[config.mk]
export PLATFORM = sky130hd
export DESIGN_NAME = i2c_start_seq
export DESIGN_NICKNAME = d
export VERILOG_FILES = /design/src/rtl/i2c_sc_pkg.sv /design/src/rtl/i2c_sc_sync.sv /design/src/rtl/i2c_sc_baud.sv /design/src/rtl/i2c_sc_fsm.sv /design/src/rtl/i2c_start_seq.sv
export SDC_FILE = /design/constraint.sdc
export NUM_CORES = 1
export LEC_CHECK = 0
export BUFFER_PORTS_ARGS = -buffer_cell sky130_fd_sc_hd__buf_2
export CAP_MARGIN = 20
export CELL_PAD_IN_SITES_DETAIL_PLACEMENT = 1
export CELL_PAD_IN_SITES_GLOBAL_PLACEMENT = 2
export CORE_MARGIN = 3
export CORE_UTILIZATION = 31
export CTS_CLUSTER_DIAMETER = 50
export DETAILED_ROUTE_END_ITERATION = 7
export GPL_TIMING_DRIVEN = 0
export PLACE_DENSITY_LB_ADDON = 0.08
export SLEW_MARGIN = 20
export SYNTH_ARGS = -nofsm -noshare
export SYNTH_HDL_FRONTEND = slang
export SYNTH_SLANG_ARGS = --single-unit
[constraint.sdc]
create_clock -name clk -period 2.1 [get_ports clk]
set_input_delay 0.315 -clock clk [delete_from_list [all_inputs] [get_ports clk]]
set_output_delay 0.315 -clock clk [all_outputs]
set_load 0.01 [all_outputs]
[src/rtl/i2c_sc_pkg.sv]
package i2c_sc_pkg;

  localparam int ADDR_W = 2;
  localparam int CMD_W  = 5;
  localparam int FLAG_W = 4;

  localparam logic [ADDR_W-1:0] A_CMD    = 2'd0;
  localparam logic [ADDR_W-1:0] A_FLAG   = 2'd1;
  localparam logic [ADDR_W-1:0] A_RELOAD = 2'd2;
  localparam logic [ADDR_W-1:0] A_TXB    = 2'd3;

  localparam int CMD_START = 0;

  localparam int FL_SEEN = 0;
  localparam int FL_DONE = 1;
  localparam int FL_BCOL = 2;
  localparam int FL_WCOL = 3;

  typedef enum logic [1:0] {
    SEQ_IDLE   = 2'd0,
    SEQ_FIRST  = 2'd1,
    SEQ_SECOND = 2'd2
  } seq_state_t;

  // Clear-by-zero write, then set events take priority.
  function automatic logic [FLAG_W-1:0] merge_flags(
    input logic [FLAG_W-1:0] cur,
    input logic              wr,
    input logic [FLAG_W-1:0] keep,
    input logic [FLAG_W-1:0] set
  );
    return (wr ? (cur & keep) : cur) | set;
  endfunction

endpackage

[src/rtl/i2c_sc_sync.sv]
module i2c_sc_sync #(
  parameter int STAGES = 2
) (
  input  logic clk,
  input  logic rst,
  input  logic d,
  output logic q
);
  logic [STAGES-1:0] chain;

  // Bus idles high, so the chain resets to ones.
  always_ff @(posedge clk) begin
    if (rst) chain <= '1;
    else     chain <= {chain[STAGES-2:0], d};
  end

  assign q = chain[STAGES-1];
endmodule

[src/rtl/i2c_sc_baud.sv]
module i2c_sc_baud #(
  parameter int CNT_W = 7
) (
  input  logic             clk,
  input  logic             rst,
  input  logic             load,
  input  logic             run,
  input  logic [CNT_W-1:0] reload,
  output logic             tick
);
  logic [CNT_W-1:0] count;

  function automatic logic [CNT_W-1:0] step_down(input logic [CNT_W-1:0] c);
    return (c == '0) ? c : c - 1'b1;
  endfunction

  always_ff @(posedge clk) begin
    if (rst)       count <= '0;
    else if (load) count <= reload;
    else if (run)  count <= step_down(count);
  end

  assign tick = run && (count == '0);


  count_step_chk: assert property (@(posedge clk) disable iff (rst)
    (run && !load && count != '0) |=> count == $past(count) - 1'b1);
endmodule

[src/rtl/i2c_sc_fsm.sv]
module i2c_sc_fsm
  import i2c_sc_pkg::*;
(
  input  logic clk,
  input  logic rst,
  input  logic req,
  input  logic sda_s,
  input  logic scl_s,
  input  logic tick,
  output logic load,
  output logic run,
  output logic ev_launch,
  output logic ev_sda_low,
  output logic ev_done,
  output logic ev_coll
);
  seq_state_t state, nxt;

  always_comb begin
    nxt        = state;
    load       = 1'b0;
    run        = 1'b0;
    ev_launch  = 1'b0;
    ev_sda_low = 1'b0;
    ev_done    = 1'b0;
    ev_coll    = 1'b0;
    case (state)
      SEQ_IDLE: begin
        if (req) begin
          if (sda_s && scl_s) begin
            ev_launch = 1'b1;
            load      = 1'b1;
            nxt       = SEQ_FIRST;
          end else begin
            ev_coll = 1'b1;
          end
        end
      end
      SEQ_FIRST: begin
        run = 1'b1;
        if (!scl_s) begin
          ev_coll = 1'b1;
          nxt     = SEQ_IDLE;
        end else if (tick) begin
          if (sda_s) begin
            ev_sda_low = 1'b1;
            load       = 1'b1;
            nxt        = SEQ_SECOND;
          end else begin
            ev_coll = 1'b1;
            nxt     = SEQ_IDLE;
          end
        end
      end
      SEQ_SECOND: begin
        run = 1'b1;
        if (tick) begin
          ev_done = 1'b1;
          nxt     = SEQ_IDLE;
        end
      end
      default: nxt = SEQ_IDLE;
    endcase
  end

  always_ff @(posedge clk) begin
    if (rst) state <= SEQ_IDLE;
    else     state <= nxt;
  end


  done_ends_chk: assert property (@(posedge clk) disable iff (rst)
    ev_done |=> state == SEQ_IDLE);


  second_entry_chk: assert property (@(posedge clk) disable iff (rst)
    ev_sda_low |=> state == SEQ_SECOND);
endmodule

[src/rtl/i2c_start_seq.sv]
module i2c_start_seq
  import i2c_sc_pkg::*;
#(
  parameter int RELOAD_W    = 7,
  parameter int DATA_W      = 8,
  parameter int SYNC_STAGES = 2
) (
  input  logic              clk,
  input  logic              rst,
  input  logic              wr_en,
  input  logic [1:0]        wr_addr,
  input  logic [DATA_W-1:0] wr_data,
  input  logic              sda_in,
  input  logic              scl_in,
  output logic              sda_oe,
  output logic              scl_oe,
  output logic              busy,
  output logic [4:0]        cmd_req,
  output logic [DATA_W-1:0] tx_buf,
  output logic              start_seen,
  output logic              done_flag,
  output logic              bcol_flag,
  output logic              wcol_flag,
  output logic              done_irq,
  output logic              bcol_irq
);
  localparam int N_LINES = 2;

  logic [N_LINES-1:0]  raw_lines, synced;
  logic                sda_s, scl_s;
  logic [CMD_W-1:0]    cmd_q;
  logic [RELOAD_W-1:0] reload_q;
  logic [DATA_W-1:0]   txb_q;
  logic [FLAG_W-1:0]   flags_q, flag_set;
  logic                sda_hold, done_irq_q, bcol_irq_q;
  logic                wr_cmd, wr_flag, wr_reload, wr_txb, start_active;
  logic                load, run, tick;
  logic                ev_launch, ev_sda_low, ev_done, ev_coll, ev_wcol;

  assign raw_lines = {scl_in, sda_in};
  for (genvar g = 0; g < N_LINES; g++) begin : g_sync
    i2c_sc_sync #(.STAGES(SYNC_STAGES)) u_sync (
      .clk(clk), .rst(rst), .d(raw_lines[g]), .q(synced[g])
    );
  end
  assign sda_s = synced[0];
  assign scl_s = synced[1];

  assign wr_cmd       = wr_en && (wr_addr == A_CMD);
  assign wr_flag      = wr_en && (wr_addr == A_FLAG);
  assign wr_reload    = wr_en && (wr_addr == A_RELOAD);
  assign wr_txb       = wr_en && (wr_addr == A_TXB);
  assign start_active = cmd_q[CMD_START];
  assign ev_wcol      = wr_txb && start_active;

  i2c_sc_baud #(.CNT_W(RELOAD_W)) u_baud (
    .clk(clk), .rst(rst), .load(load), .run(run), .reload(reload_q), .tick(tick)
  );

  i2c_sc_fsm u_fsm (
    .clk(clk), .rst(rst), .req(start_active), .sda_s(sda_s), .scl_s(scl_s),
    .tick(tick), .load(load), .run(run), .ev_launch(ev_launch),
    .ev_sda_low(ev_sda_low), .ev_done(ev_done), .ev_coll(ev_coll)
  );

  // Command bits: locked while a Start is pending; start bit cleared by hardware.
  always_ff @(posedge clk) begin
    if (rst) begin
      cmd_q <= '0;
    end else begin
      if (ev_done || ev_coll) cmd_q[CMD_START] <= 1'b0;
      if (wr_cmd && !start_active) cmd_q <= wr_data[CMD_W-1:0];
    end
  end

  always_ff @(posedge clk) begin
    if (rst)            reload_q <= '0;
    else if (wr_reload) reload_q <= wr_data[RELOAD_W-1:0];
  end

  always_ff @(posedge clk) begin
    if (rst)                         txb_q <= '0;
    else if (wr_txb && !start_active) txb_q <= wr_data;
  end

  always_comb begin
    flag_set          = '0;
    flag_set[FL_SEEN] = ev_sda_low;
    flag_set[FL_DONE] = ev_done;
    flag_set[FL_BCOL] = ev_coll;
    flag_set[FL_WCOL] = ev_wcol;
  end

  always_ff @(posedge clk) begin
    if (rst) flags_q <= '0;
    else     flags_q <= merge_flags(flags_q, wr_flag, wr_data[FLAG_W-1:0], flag_set);
  end

  always_ff @(posedge clk) begin
    if (rst) begin
      sda_hold   <= 1'b0;
      done_irq_q <= 1'b0;
      bcol_irq_q <= 1'b0;
    end else begin
      if (ev_sda_low)   sda_hold <= 1'b1;
      else if (ev_coll) sda_hold <= 1'b0;
      done_irq_q <= ev_done;
      bcol_irq_q <= ev_coll;
    end
  end

  assign sda_oe     = sda_hold;
  assign scl_oe     = 1'b0;
  assign busy       = start_active;
  assign cmd_req    = cmd_q;
  assign tx_buf     = txb_q;
  assign start_seen = flags_q[FL_SEEN];
  assign done_flag  = flags_q[FL_DONE];
  assign bcol_flag  = flags_q[FL_BCOL];
  assign wcol_flag  = flags_q[FL_WCOL];
  assign done_irq   = done_irq_q;
  assign bcol_irq   = bcol_irq_q;


  launch_bus_chk: assert property (@(posedge clk) disable iff (rst)
    ev_launch |=> busy && !sda_oe);


  sda_rise_chk: assert property (@(posedge clk) disable iff (rst)
    $rose(sda_oe) |-> start_seen);


  done_pulse_chk: assert property (@(posedge clk) disable iff (rst)
    done_irq |=> !done_irq);


  coll_release_chk: assert property (@(posedge clk) disable iff (rst)
    bcol_irq |-> (!sda_oe && !busy && bcol_flag));


  wcol_hold_chk: assert property (@(posedge clk) disable iff (rst)
    (start_active && wr_txb) |=> (wcol_flag && $stable(tx_buf)));


  cmd_lock_chk: assert property (@(posedge clk) disable iff (rst)
    (start_active && wr_cmd) |=> cmd_req[4:1] == $past(cmd_req[4:1]));
endmodule

==> summary.md, run 1 <==
| Metric | Value |
|---|---|
| Reg power frac | `50.4%` |
| Fmax | `0.518 GHz` |
| Die ar. | `6370 um^2` |
| Global-route usage over all layers | `14.8%` |
| CP peak stage delay | `0.45 ns` |
| DR vias | `1,477` |
| Syn Std Cell Area | `1690 um^2` |
| Slew Viols, Final | `0` |
| DRC violations left | `0` |
| Register area share after synthesis | `47.4%` |
| Fin crit share | `92.0%` |
| IO Port Bufs | `35` |
| CTS Sinks | `40` |
| Hold_sp | `scl_in` |
| FF-to-FF setup slack | `0.17 ns` |
| Mean Syn Cell Area | `8.79 um^2` |
| N_diodes | `0` |
| Area leader, netlist | `dfxtp_1` |
| Root Buffer Master | `clkbuf_8` |
| Outcome | `completed` |
| Post-Syn Instances | `192` |
| Fraction of layout cells with a size suffix above 1 | `23.5%` |
| HP Class | `input port to register` |
| Clk Latency, worst-skew pair | `0.29 ns` |
| Final hold violations | `0` |
| Data arrival, critical path | `2.13 ns` |
| Yosys warning total | `0` |
| CTS H-tree lvls | `2` |
| CP delay by family, top | `simple AND/OR/NAND/NOR gates` |
| Hold depth | `2` |
| Startpoint types | `register` |
| Area of the multi-input gates | `835 um^2` |
| CP endpoint kind | `register` |
| Sequential Area | `801 um^2` |
| Worst slew pin tran | `1.02 ns` |
| Power, Total | `1.58 mW` |
| Vias in the first global route | `1,543` |
| Clk_skew | `0.00465 ns` |
| Internal | `1.20 mW` |
| Wirelength per Cell | `14.5 um` |
| Clk buf depth | `2` |
| Top cells by area, synth | `dfxtp_1 (47%), mux2i_1 (8.3%), a21oi_1 (6.2%)` |
| Pwr dens | `767 nW/um^2` |
| Slack of the critical path | `0.169 ns` |
| Comb power frac | `10.4%` |
| Hold Crit Endpoint | `g_sync[1].u_sync.chain[0]` |
| Final setup fails | `0` |
| DRT Pass-1 Iters | `4` |
| GPL Wtd Cong | `0.795` |
| TritonCTS clock tree | `done` |
| Top Ports | `37` |
| Number of synthesized flops with an enable pin | `0` |
| WL final | `4420 um` |
| Nets@finish | `253` |
| Max_cap viols | `0` |
| Largest net degree at the start of global routing | `13` |
| CP max FO | `6` |
| Total CTS buffers | `5` |
| Net count after synthesis | `212` |
| Finished Layout Cells | `304` |
| Global route overflow | `0` |
| Initial antenna violation count | `0` |
| Buffers and inverters on the worst path | `1` |
| Area Growth Syn to Fin | `21.9%` |
| FF+latch count, synth | `40` |
| Crit path cell chain | `inv_1, ha_2, nand2_1, or3_2, nor3_1, a21oi_1, a211oi_1` |
| Via/cell ratio | `4.86` |
| Hpwl dp | `3400 um` |
| Slowest library cell on the worst path | `or3_2` |
| Origin of the critical flop-to-flop path | `u_fsm.state[0]` |
| Reg2Reg Depth | `7` |
| Clock Power Share | `39.1%` |
| Top cell type's share of synthesized area | `47.4%` |
| WS Path Type | `register to register` |
| Chip Height | `79.8 um` |
| Fin crit period | `1.93 ns` |
| Switching power | `376 uW` |
| Clock Pin Slew Worst Setup and Hold Paths | `0.08 ns` |
| DP Cell Count | `297` |
| Core Area | `5170 um^2` |
| FP Rows | `26` |
| First-pass GRT wire length | `7310 um` |
| Max VDD drop | `394 uV` |
| Pre-CTS setup slack | `-0.0624 ns` |
| Layout fillers | `635` |
| Initial Util | `32.6%` |
| CP Data Required Time | `2.30 ns` |
| Detail Route Antenna Nets | `0` |
| Initial DRC Count | `55` |
| Leakage power | `0.893 nW` |
| Rel. slew slack | `31.9%` |
| Die X | `79.8 um` |
| Ys async rst share | `0%` |
| Synth Flop Type | `dfxtp_1` |
| Reg-to-Reg End | `u_baud.count[4]` |
| Sw Share | `23.8%` |
| Count of different cell masters after synthesis | `34` |
power by group through the flow:
| stage | logic (mW) | clock network, mW | registers [mW] |
|---|---|---|---|
| after floorplan | 0.102 | 0 | 0.815 |
| after global placement | 0.162 | 0 | 0.813 |
| after detailed placement | 0.167 | 0 | 0.814 |
| after CTS | 0.167 | 0.641 | 0.796 |
| after global routing | 0.184 | 0.687 | 0.799 |
| final | 0.165 | 0.618 | 0.796 |
cells by family after synthesis:
logic type | count (synthesis) | share of synthesized area (%)
xor+xnor | 1 | 0.519
fa+ha+maj | 5 | 3.71
flops | 40 | 47.4
simple gates | 80 | 23.4
other cells | 1 | 0.222
buf+inv | 13 | 3.33
mux | 14 | 8.30
compound gates | 38 | 13.0
how the worst max path moves through the flow:
stage	start	slack (ns)	endpoint	depth (start not counted)
2_1_floorplan	u_fsm.state[0]	0.34	u_baud.count[1]	8
5_1_grt	u_baud.count[2]	-0.0005	u_baud.count[5]	5
4_1_cts	u_fsm.state[0]	0.04	u_baud.count[0]	7
3_5_place_dp	u_fsm.state[0]	-0.06	u_baud.count[0]	8
3_3_place_gp	u_fsm.state[0]	-0.005	u_baud.count[1]	8
6_report	u_fsm.state[0]	0.17	u_baud.count[4]	7
final cells by class:
type | instances | area share, %
well taps | 70 | 4.26
inverters | 4 | 0.729
clock buffers | 6 | 3.53
flip-flops and latches | 40 | 38.9
multi-input cells | 139 | 40.5
clock inverters | 2 | 1.70
repair buffers | 35 | 8.51
plain buffers | 8 | 1.82
layer usage:
layer | share of wire [%] | routed length (um) | vias to the layer above | GRT usage (%)
met4 | 1.3 | 59 | 0 | 5.91
met5 | 0 | 0 | - | 0
met1 | 45 | 2010 | 716 | 18.4
li1 | - | - | 736 | -
met3 | 3.9 | 173 | 4 | 3.61
met2 | 49 | 2180 | 21 | 24.3
state kept, by name (all words and copies together), names as in the netlist:
signal	count
sda_oe	1
bcol_irq	1
u_fsm.state	2
tx_buf	8
flags_q	4
u_baud.count	7
g_sync.u_sync.chain	4
reload_q	7
cmd_req	5
done_irq	1
worst reg2reg max path: stages, from the launching register on:
cell	delay, ns
dfxtp_1	0.36
inv_1	0.08
ha_2	0.39
nand2_1	0.14
or3_2	0.45
nor3_1	0.15
a21oi_1	0.06
a211oi_1	0.22
through the flow:
stage	area [um^2]	util [%]	hold slack (ns)	setup TNS [ns]
after global routing	2060	39.8	0.193	-0.000546
after floorplan	1690	-	0.389	0
after CTS	2050	39.7	0.197	0
after global placement	1950	37.7	0.391	-0.00487
final	2060	39.8	0.207	0
after detailed placement	1950	37.7	0.398	-0.148
repair_timing:
item                                    4_1_cts  5_1_grt
setup buffers                                 0        0
resized for setup                             0        2
pin swaps                                     0        0
hold buffers                                  0        0
cloned                                        0        0
endpoints found under the setup margin        6        6
Yosys cell counts, types with 2 or more instances:
library cell   n
mux2i_1       14
or2_2          5
clkbuf_1       6
inv_1          4
a21oi_1       21
and3_1         2
nand3_1        3
o2bb2ai_1      2
dfxtp_1       40
a211oi_1       4
o21ai_0        7
nand2_1       25
nand3b_1       2
buf_4          2
nor2_1        27
nor3_1         6
ha_1           5
cell usage in the layout, fill, tap and decap left out, drive strengths merged:
master,synthesis,layout
nor4,1,1
mux2i,14,14
ha,5,5
nand3b,2,2
or2,5,5
or4,1,1
or3,1,1
inv,4,4
o21ai,7,7
clkinv,0,1
nand3,3,3
a21oi,21,21
a32oi,1,1
xnor2,1,1
nor3b,2,2
dfxtp,40,40
buf,3,38
a211oi,4,4
and2,1,1
nor3,6,6
and3b,1,1
o2bb2ai,2,2
o221ai,1,1
o21bai,1,1
nand4b,1,1
clkbuf,6,11
and3,2,2
nor4b,1,1
nand2,25,25
nor2b,1,1
nor2,27,27
o21a,1,1
conb,1,1
bufinv,0,1
Power figures use the tool's default switching activity.
==> inputs of run 2 (changes only) <==
- CELL_PAD_IN_SITES_DETAIL_PLACEMENT: 1 -> unset
- CELL_PAD_IN_SITES_GLOBAL_PLACEMENT: 2 -> unset
- CORE_UTILIZATION: 31 -> 50
==> run 2 against run 1 <==
  * Utilization increased by 25 points
  * Clock skew decreased by 0.0018 ns
  * Total power decreased by 4.0%
  * Cell area decreased by 2.1%
  * Combinational power decreased by 2%
  * Non-clock buffer count unchanged
  * Clock-buffer cell count increased by 1
  * Via count decreased by 0.14%
  * Hold slack got worse by 0.053 ns
  * Critical path type unchanged
  * Largest power group unchanged
==> summary.md, run 2 (same netlist as run 1, synthesis figures left out) <==
| Metric | Value |
|---|---|
| Outcome | `completed` |
| Final hold violations | `0 (unchanged)` |
| Setup TNS | `0 ns (unchanged)` |
| Reg power frac | `52.6% (+2.2 points)` |
| Data arrival, critical path | `2.16 ns (+0.03 ns)` |
| FP Rows | `20 (-23%)` |
| Initial Util | `54.0% (+21 points)` |
| Top Ports | `37 (unchanged)` |
| FF-to-FF setup slack | `0.19 ns (+0.02 ns)` |
| Power, Total | `1.51 mW (-4.0%)` |
| TritonCTS clock tree | `done` |
| Initial DRC Count | `86 (+56%)` |
| Hold depth | `2 (unchanged)` |
| CP peak stage delay | `0.44 ns (about the same)` |
| Crit path cell chain | `inv_1, ha_2, nand2_1, or3_2, nor3_1, a21oi_1, a211oi_1` |
| Hold_sp | `scl_in` |
| Most frequent cells in the layout | `dfxtp_1 (38), buf_2 (35), nor2_1 (27)` |
| Root Buffer Master | `clkbuf_4` |
| Comb power frac | `10.6% (+0.2 points)` |
| Reg2Reg Depth | `7 (unchanged)` |
| Design Area, Final | `2010 um^2 (-2.1%)` |
| Chip Height | `64.1 um (-20%)` |
| Max reg flops | `8 (unchanged)` |
| RSZ-0062 raised after global routing | `false` |
| Total CTS buffers | `5 (unchanged)` |
| Fin crit share | `91.1% (-0.90 points)` |
| DP Cell Count | `271 (-8.8%)` |
| Nets@finish | `253 (unchanged)` |
| CP Data Required Time | `2.35 ns (+0.05 ns)` |
| Final setup fails | `0 (unchanged)` |
| Fin Hold WS | `0.153 ns (-0.0535 ns)` |
| Fraction of layout cells with a size suffix above 1 | `24.4% (+0.85 points)` |
| Postcts setup bufs | `0 (unchanged)` |
| Fmax | `0.523 GHz (+0.99%)` |
| Clock Pin Slew Worst Setup and Hold Paths | `0.11 ns (+0.03 ns)` |
| Pwr dens | `752 nW/um^2 (-2.0%)` |
| Global route overflow | `0 (unchanged)` |
| Fin util | `64.4% (+25 points)` |
| CTS Sinks | `40 (unchanged)` |
| DR vias | `1,475 (-0.14%)` |
| CTS H-tree lvls | `2 (unchanged)` |
| WL final | `3700 um (-16%)` |
| Internal | `1.17 mW (-3.0%)` |
| Reg-to-Reg End | `u_baud.count[4]` |
| IO Port Bufs | `35 (unchanged)` |
| Hold Buf Count CTS | `0 (unchanged)` |
| Rel. slew slack | `43.3% (+11 points)` |
| Wirelength per Cell | `13.3 um (-8.4%)` |
| Clk_skew | `0.00286 ns (-0.00178 ns)` |
| Core Area | `3130 um^2 (-40%)` |
| N_diodes | `0 (unchanged)` |
| Slowest library cell on the worst path | `or3_2` |
| DRC violations left | `0 (unchanged)` |
| GPL Wtd Cong | `0.897 (+13%)` |
| Hpwl dp | `2900 um (-15%)` |
| Largest net degree at the start of global routing | `13 (unchanged)` |
| Max VDD drop | `494 uV (+26%)` |
| Via/cell ratio | `5.31 (+9.2%)` |
| Vias in the first global route | `1,452 (-5.9%)` |
| Area Growth Syn to Fin | `19.3%` |
| Layout fillers | `281 (-56%)` |
| Slack of the critical path | `0.188 ns (+0.0189 ns)` |
| Finished Layout Cells | `278 (-8.6%)` |
| Hold Crit Endpoint | `g_sync[1].u_sync.chain[0]` |
| Most common cell after layout, fill and taps aside | `dfxtp_1` |
| Origin of the critical flop-to-flop path | `u_fsm.state[1]` |
| Pre-CTS setup slack | `-0.00964 ns (+0.0528 ns)` |
| Slew Viols, Final | `0 (unchanged)` |
| Sw Share | `23.0% (-0.82 points)` |
| Clock Power Share | `36.8% (-2.3 points)` |
| CP max FO | `6 (unchanged)` |
| Clk buf depth | `2 (unchanged)` |
| Worst slew pin tran | `0.849 ns (-0.171 ns)` |
| Global-route usage over all layers | `19.8% (+5.1 points)` |
| First-pass GRT wire length | `6320 um (-14%)` |
| Die ar. | `4110 um^2 (-35%)` |
| Max_cap viols | `0 (unchanged)` |
| DRT Pass-1 Iters | `4 (unchanged)` |
| Initial antenna violation count | `0 (unchanged)` |
| Die X | `64.1 um (-20%)` |
| Detail Route Antenna Nets | `0 (unchanged)` |
| Leakage power | `0.890 nW (-0.32%)` |
| Startpoint types | `register` |
| WS Path Type | `register to register` |
| CP endpoint kind | `register` |
| HP Class | `input port to register` |
| Clk Latency, worst-skew pair | `0.34 ns (+0.05 ns)` |
| Fin crit period | `1.91 ns (-0.0189 ns)` |
| Post-CTS resize count | `0 (unchanged)` |
| Switching power | `348 uW (-7.3%)` |
| Placed standard-cell area | `1920 um^2 (-1.7%)` |
## run 2: worst max-delay path by stage
| stage | slack [ns] | startpoint | to | depth (start not counted) |
|---|---|---|---|---|
| after floorplan | 0.34 | u_fsm.state[0] | u_baud.count[1] | 8 |
| after global placement | 0.06 | u_fsm.state[0] | u_baud.count[1] | 8 |
| after detailed placement | -0.01 | u_fsm.state[0] | u_baud.count[4] | 8 |
| after CTS | 0.08 | u_fsm.state[0] | u_baud.count[4] | 7 |
| after global routing | 0.02 | u_fsm.state[1] | u_baud.count[4] | 7 |
| final | 0.19 | u_fsm.state[1] | u_baud.count[4] | 7 |
## run 2: worst max-delay path, delay by kind of cell (launching register included)
family | cells | cell delay (ns)
AND/OR/NAND/NOR | 3 | 0.70
adder cells (fa/ha/maj) | 1 | 0.38
flip-flops | 1 | 0.36
buffers and inverters | 1 | 0.07
AO/OA/AOI/OAI | 2 | 0.32
## run 2: cell type report
type / count / area (um^2) / share of cell area, %
clock inverter: 1 / 30.0 / 1.49
timing repair buffer: 35 / 175 / 8.70
clock buffer: 7 / 65.1 / 3.23
multi-input combinational: 139 / 833 / 41.4
tap: 44 / 55.1 / 2.73
sequential: 40 / 803 / 39.9
inverter: 4 / 15.0 / 0.745
buffer: 8 / 37.5 / 1.86
## run 2: metal layers
layer | global-route usage, % | wire [um] | vias up
met5 | 0 | 0 | -
met4 | 8.18 | 68 | 0
met3 | 5.27 | 197 | 9
met2 | 33.2 | 1800 | 39
met1 | 24.0 | 1640 | 689
li1 | - | - | 738
## run 2: power by group through the flow
stage	registers [mW]	clock network [mW]	logic, mW
floorplan	0.815	0	0.102
global placement	0.812	0	0.155
detailed placement	0.814	0	0.159
CTS	0.797	0.572	0.160
global route	0.800	0.605	0.180
finish	0.797	0.557	0.161
==> inputs of run 3 (changes only) <==
- CORE_ASPECT_RATIO: unset -> 0.5
==> run 3 against run 2 <==
  * Via count shrank 3.7%
  * Worst setup slack gained 0.0049 ns
  * Critical path depth is the same
  * Critical endpoint unchanged
  * Global-route usage shrank 0.94 points
==> summary.md, run 3 (same netlist as run 1, synthesis figures left out) <==
| Metric | Value |
|---|---|
| IO Port Bufs | `35 (unchanged)` |
| Most frequent cells in the layout | `dfxtp_1 (40), buf_2 (35), nor2_1 (27)` |
| Clk buf depth | `2 (unchanged)` |
| WL final | `3730 um (+0.73%)` |
| Max reg flops | `8 (unchanged)` |
| Sequential Area | `801 um^2 (-0.31%)` |
| FP Rows | `14 (-30%)` |
| RSZ-0062 raised after global routing | `false` |
| Global route overflow | `0 (unchanged)` |
| Fin crit share | `90.8% (-0.23 points)` |
| DP Cell Count | `267 (-1.5%)` |
| DRT Pass-1 Iters | `4 (unchanged)` |
| Final setup fails | `0 (unchanged)` |
| CP max FO | `6 (unchanged)` |
| Power, Total | `1.50 mW (-1.2%)` |
| Clock Pin Slew Worst Setup and Hold Paths | `0.08 ns (-0.03 ns)` |
| CP endpoint kind | `register` |
| Die X | `88.2 um (+38%)` |
| Total CTS buffers | `5 (unchanged)` |
| Global-route usage over all layers | `18.9% (-0.94 points)` |
| Worst slew pin tran | `0.918 ns (+0.0689 ns)` |
| Hold_sp | `scl_in` |
| Detail Route Antenna Nets | `0 (unchanged)` |
| Leakage power | `0.882 nW (-0.89%)` |
| Slack of the critical path | `0.192 ns (+0.00489 ns)` |
| DR vias | `1,420 (-3.7%)` |
| WS Path Type | `register to register` |
| Die ar. | `4150 um^2 (+1.0%)` |
| Clk Latency, worst-skew pair | `0.30 ns (-0.04 ns)` |
| Initial antenna violation count | `0 (unchanged)` |
| Initial Util | `54.1% (+0.17 points)` |
| GPL Wtd Cong | `0.880 (-1.9%)` |
| Outcome | `completed` |
| Vias in the first global route | `1,216 (-16%)` |
| CTS H-tree lvls | `2 (unchanged)` |
| Most common cell after layout, fill and taps aside | `dfxtp_1` |
| TritonCTS clock tree | `done` |
| First-pass GRT wire length | `5710 um (-9.6%)` |
| Max VDD drop | `437 uV (-12%)` |
| Hpwl dp | `2740 um (-5.6%)` |
| Chip Height | `47.1 um (-27%)` |
| Root Buffer Master | `clkbuf_8` |
| Fin util | `64.4% (about the same)` |
| Core Area | `3120 um^2 (-0.32%)` |
| Layout fillers | `281 (unchanged)` |
| Initial DRC Count | `38 (-56%)` |
| CP Data Required Time | `2.31 ns (-0.04 ns)` |
| Nets@finish | `253 (unchanged)` |
| Max_cap viols | `0 (unchanged)` |
| Clk_skew | `0.00615 ns (+0.00329 ns)` |
| Top Ports | `37 (unchanged)` |
| Critical path origin | `u_fsm.state[0]` |
| Rel. slew slack | `38.7% (-4.6 points)` |
| CTS Sinks | `40 (unchanged)` |
| HP Class | `input port to register` |
| Largest net degree at the start of global routing | `14 (+1)` |
| Fraction of layout cells with a size suffix above 1 | `23.5% (-0.85 points)` |
| Setup TNS | `0 ns (unchanged)` |
| Fin crit period | `1.91 ns (-0.00489 ns)` |
| Pwr dens | `745 nW/um^2 (-0.87%)` |
| Area Growth Syn to Fin | `19.0%` |
| Via/cell ratio | `5.18 (-2.3%)` |
| DRC violations left | `0 (unchanged)` |
| Area of the multi-input gates | `832 um^2 (-0.15%)` |
| Slew Viols, Final | `0 (unchanged)` |
| Pre-CTS setup slack | `0.0409 ns (+0.0505 ns)` |
| Finished Layout Cells | `274 (-1.4%)` |
| Fmax | `0.524 GHz (+0.26%)` |
| Data arrival, critical path | `2.12 ns (-0.04 ns)` |
| Final hold violations | `0 (unchanged)` |
| Startpoint types | `register` |
| Wirelength per Cell | `13.6 um (+2.2%)` |
| N_diodes | `0 (unchanged)` |
| Origin of the critical flop-to-flop path | `u_fsm.state[0]` |
run 3: changes by cell type in the layout (fill, tap and decap cells not counted):
cell        before  now
o21ai_0          7    6
ha_2             1    0
clkinvlp_4       0    2
dfxtp_1         38   40
o21a_1           1    0
dfxtp_2          2    0
clkbuf_8         2    6
o21a_2           0    1
o21ai_1          0    1
clkbuf_4         5    0
ha_1             4    5
bufinv_16        1    0
run 3: layer usage:
metal,global-route usage (%),vias up,part of all wire [%]
li1,-,738,-
met1,25.6,641,51
met2,28.5,34,42
met3,6.65,7,5.5
met4,6.33,0,1.4
met5,0,-,0
run 3: where the power goes:
group / internal, mW / switching (mW) / total (mW) / leakage, nW
sequential: 0.781 / 0.0160 / 0.797 / 0.325
combinational: 0.0687 / 0.0917 / 0.160 / 0.514
clock: 0.266 / 0.274 / 0.540 / 0.0434
total: 1.12 / 0.382 / 1.50 / 0.882
run 3: worst paths after layout:
| check | endpoint | slack (ns) | cells past startpoint |
|---|---|---|---|
| max | u_baud.count[4] | 0.19 | 7 |
| min | g_sync[1].u_sync.chain[0] | 0.20 | 2 |
| max reg2reg | u_baud.count[4] | 0.19 | 7 |
| min reg2reg | g_sync[0].u_sync.chain[1] | 0.42 | 1 |
run 3: area by class of cell:
class / instances / area share [%]
Buffer: 8 / 1.87
Clock buffer: 6 / 4.11
Clock inverter: 2 / 0.748
Inverter: 4 / 0.748
Multi-Input combinational cell: 139 / 41.4
Sequential cell: 40 / 39.9
Tap cell: 40 / 2.49
Timing Repair Buffer: 35 / 8.72
run 3: what timing repair did:
item / CTS / global route
endpoints found under the setup margin: 0 / 8
setup buffers: 0 / 0
resized for setup: 0 / 2
hold buffers: 0 / 0
run 3: worst max-delay path: stages (launching register included):
cell      delay [ns]
dfxtp_1         0.37
inv_1           0.07
ha_1            0.39
nand2_1         0.14
or3_2           0.44
nor3_1          0.14
a21oi_1         0.06
a211oi_1        0.21
run 3: through the flow:
| stage | cell area, um^2 | hold slack [ns] |
|---|---|---|
| 5_1_grt | 2010 | 0.195 |
| 2_1_floorplan | 1690 | 0.389 |
| 4_1_cts | 2010 | 0.197 |
| 3_5_place_dp | 1910 | 0.397 |
| 6_report | 2010 | 0.200 |
| 3_3_place_gp | 1910 | 0.400 |
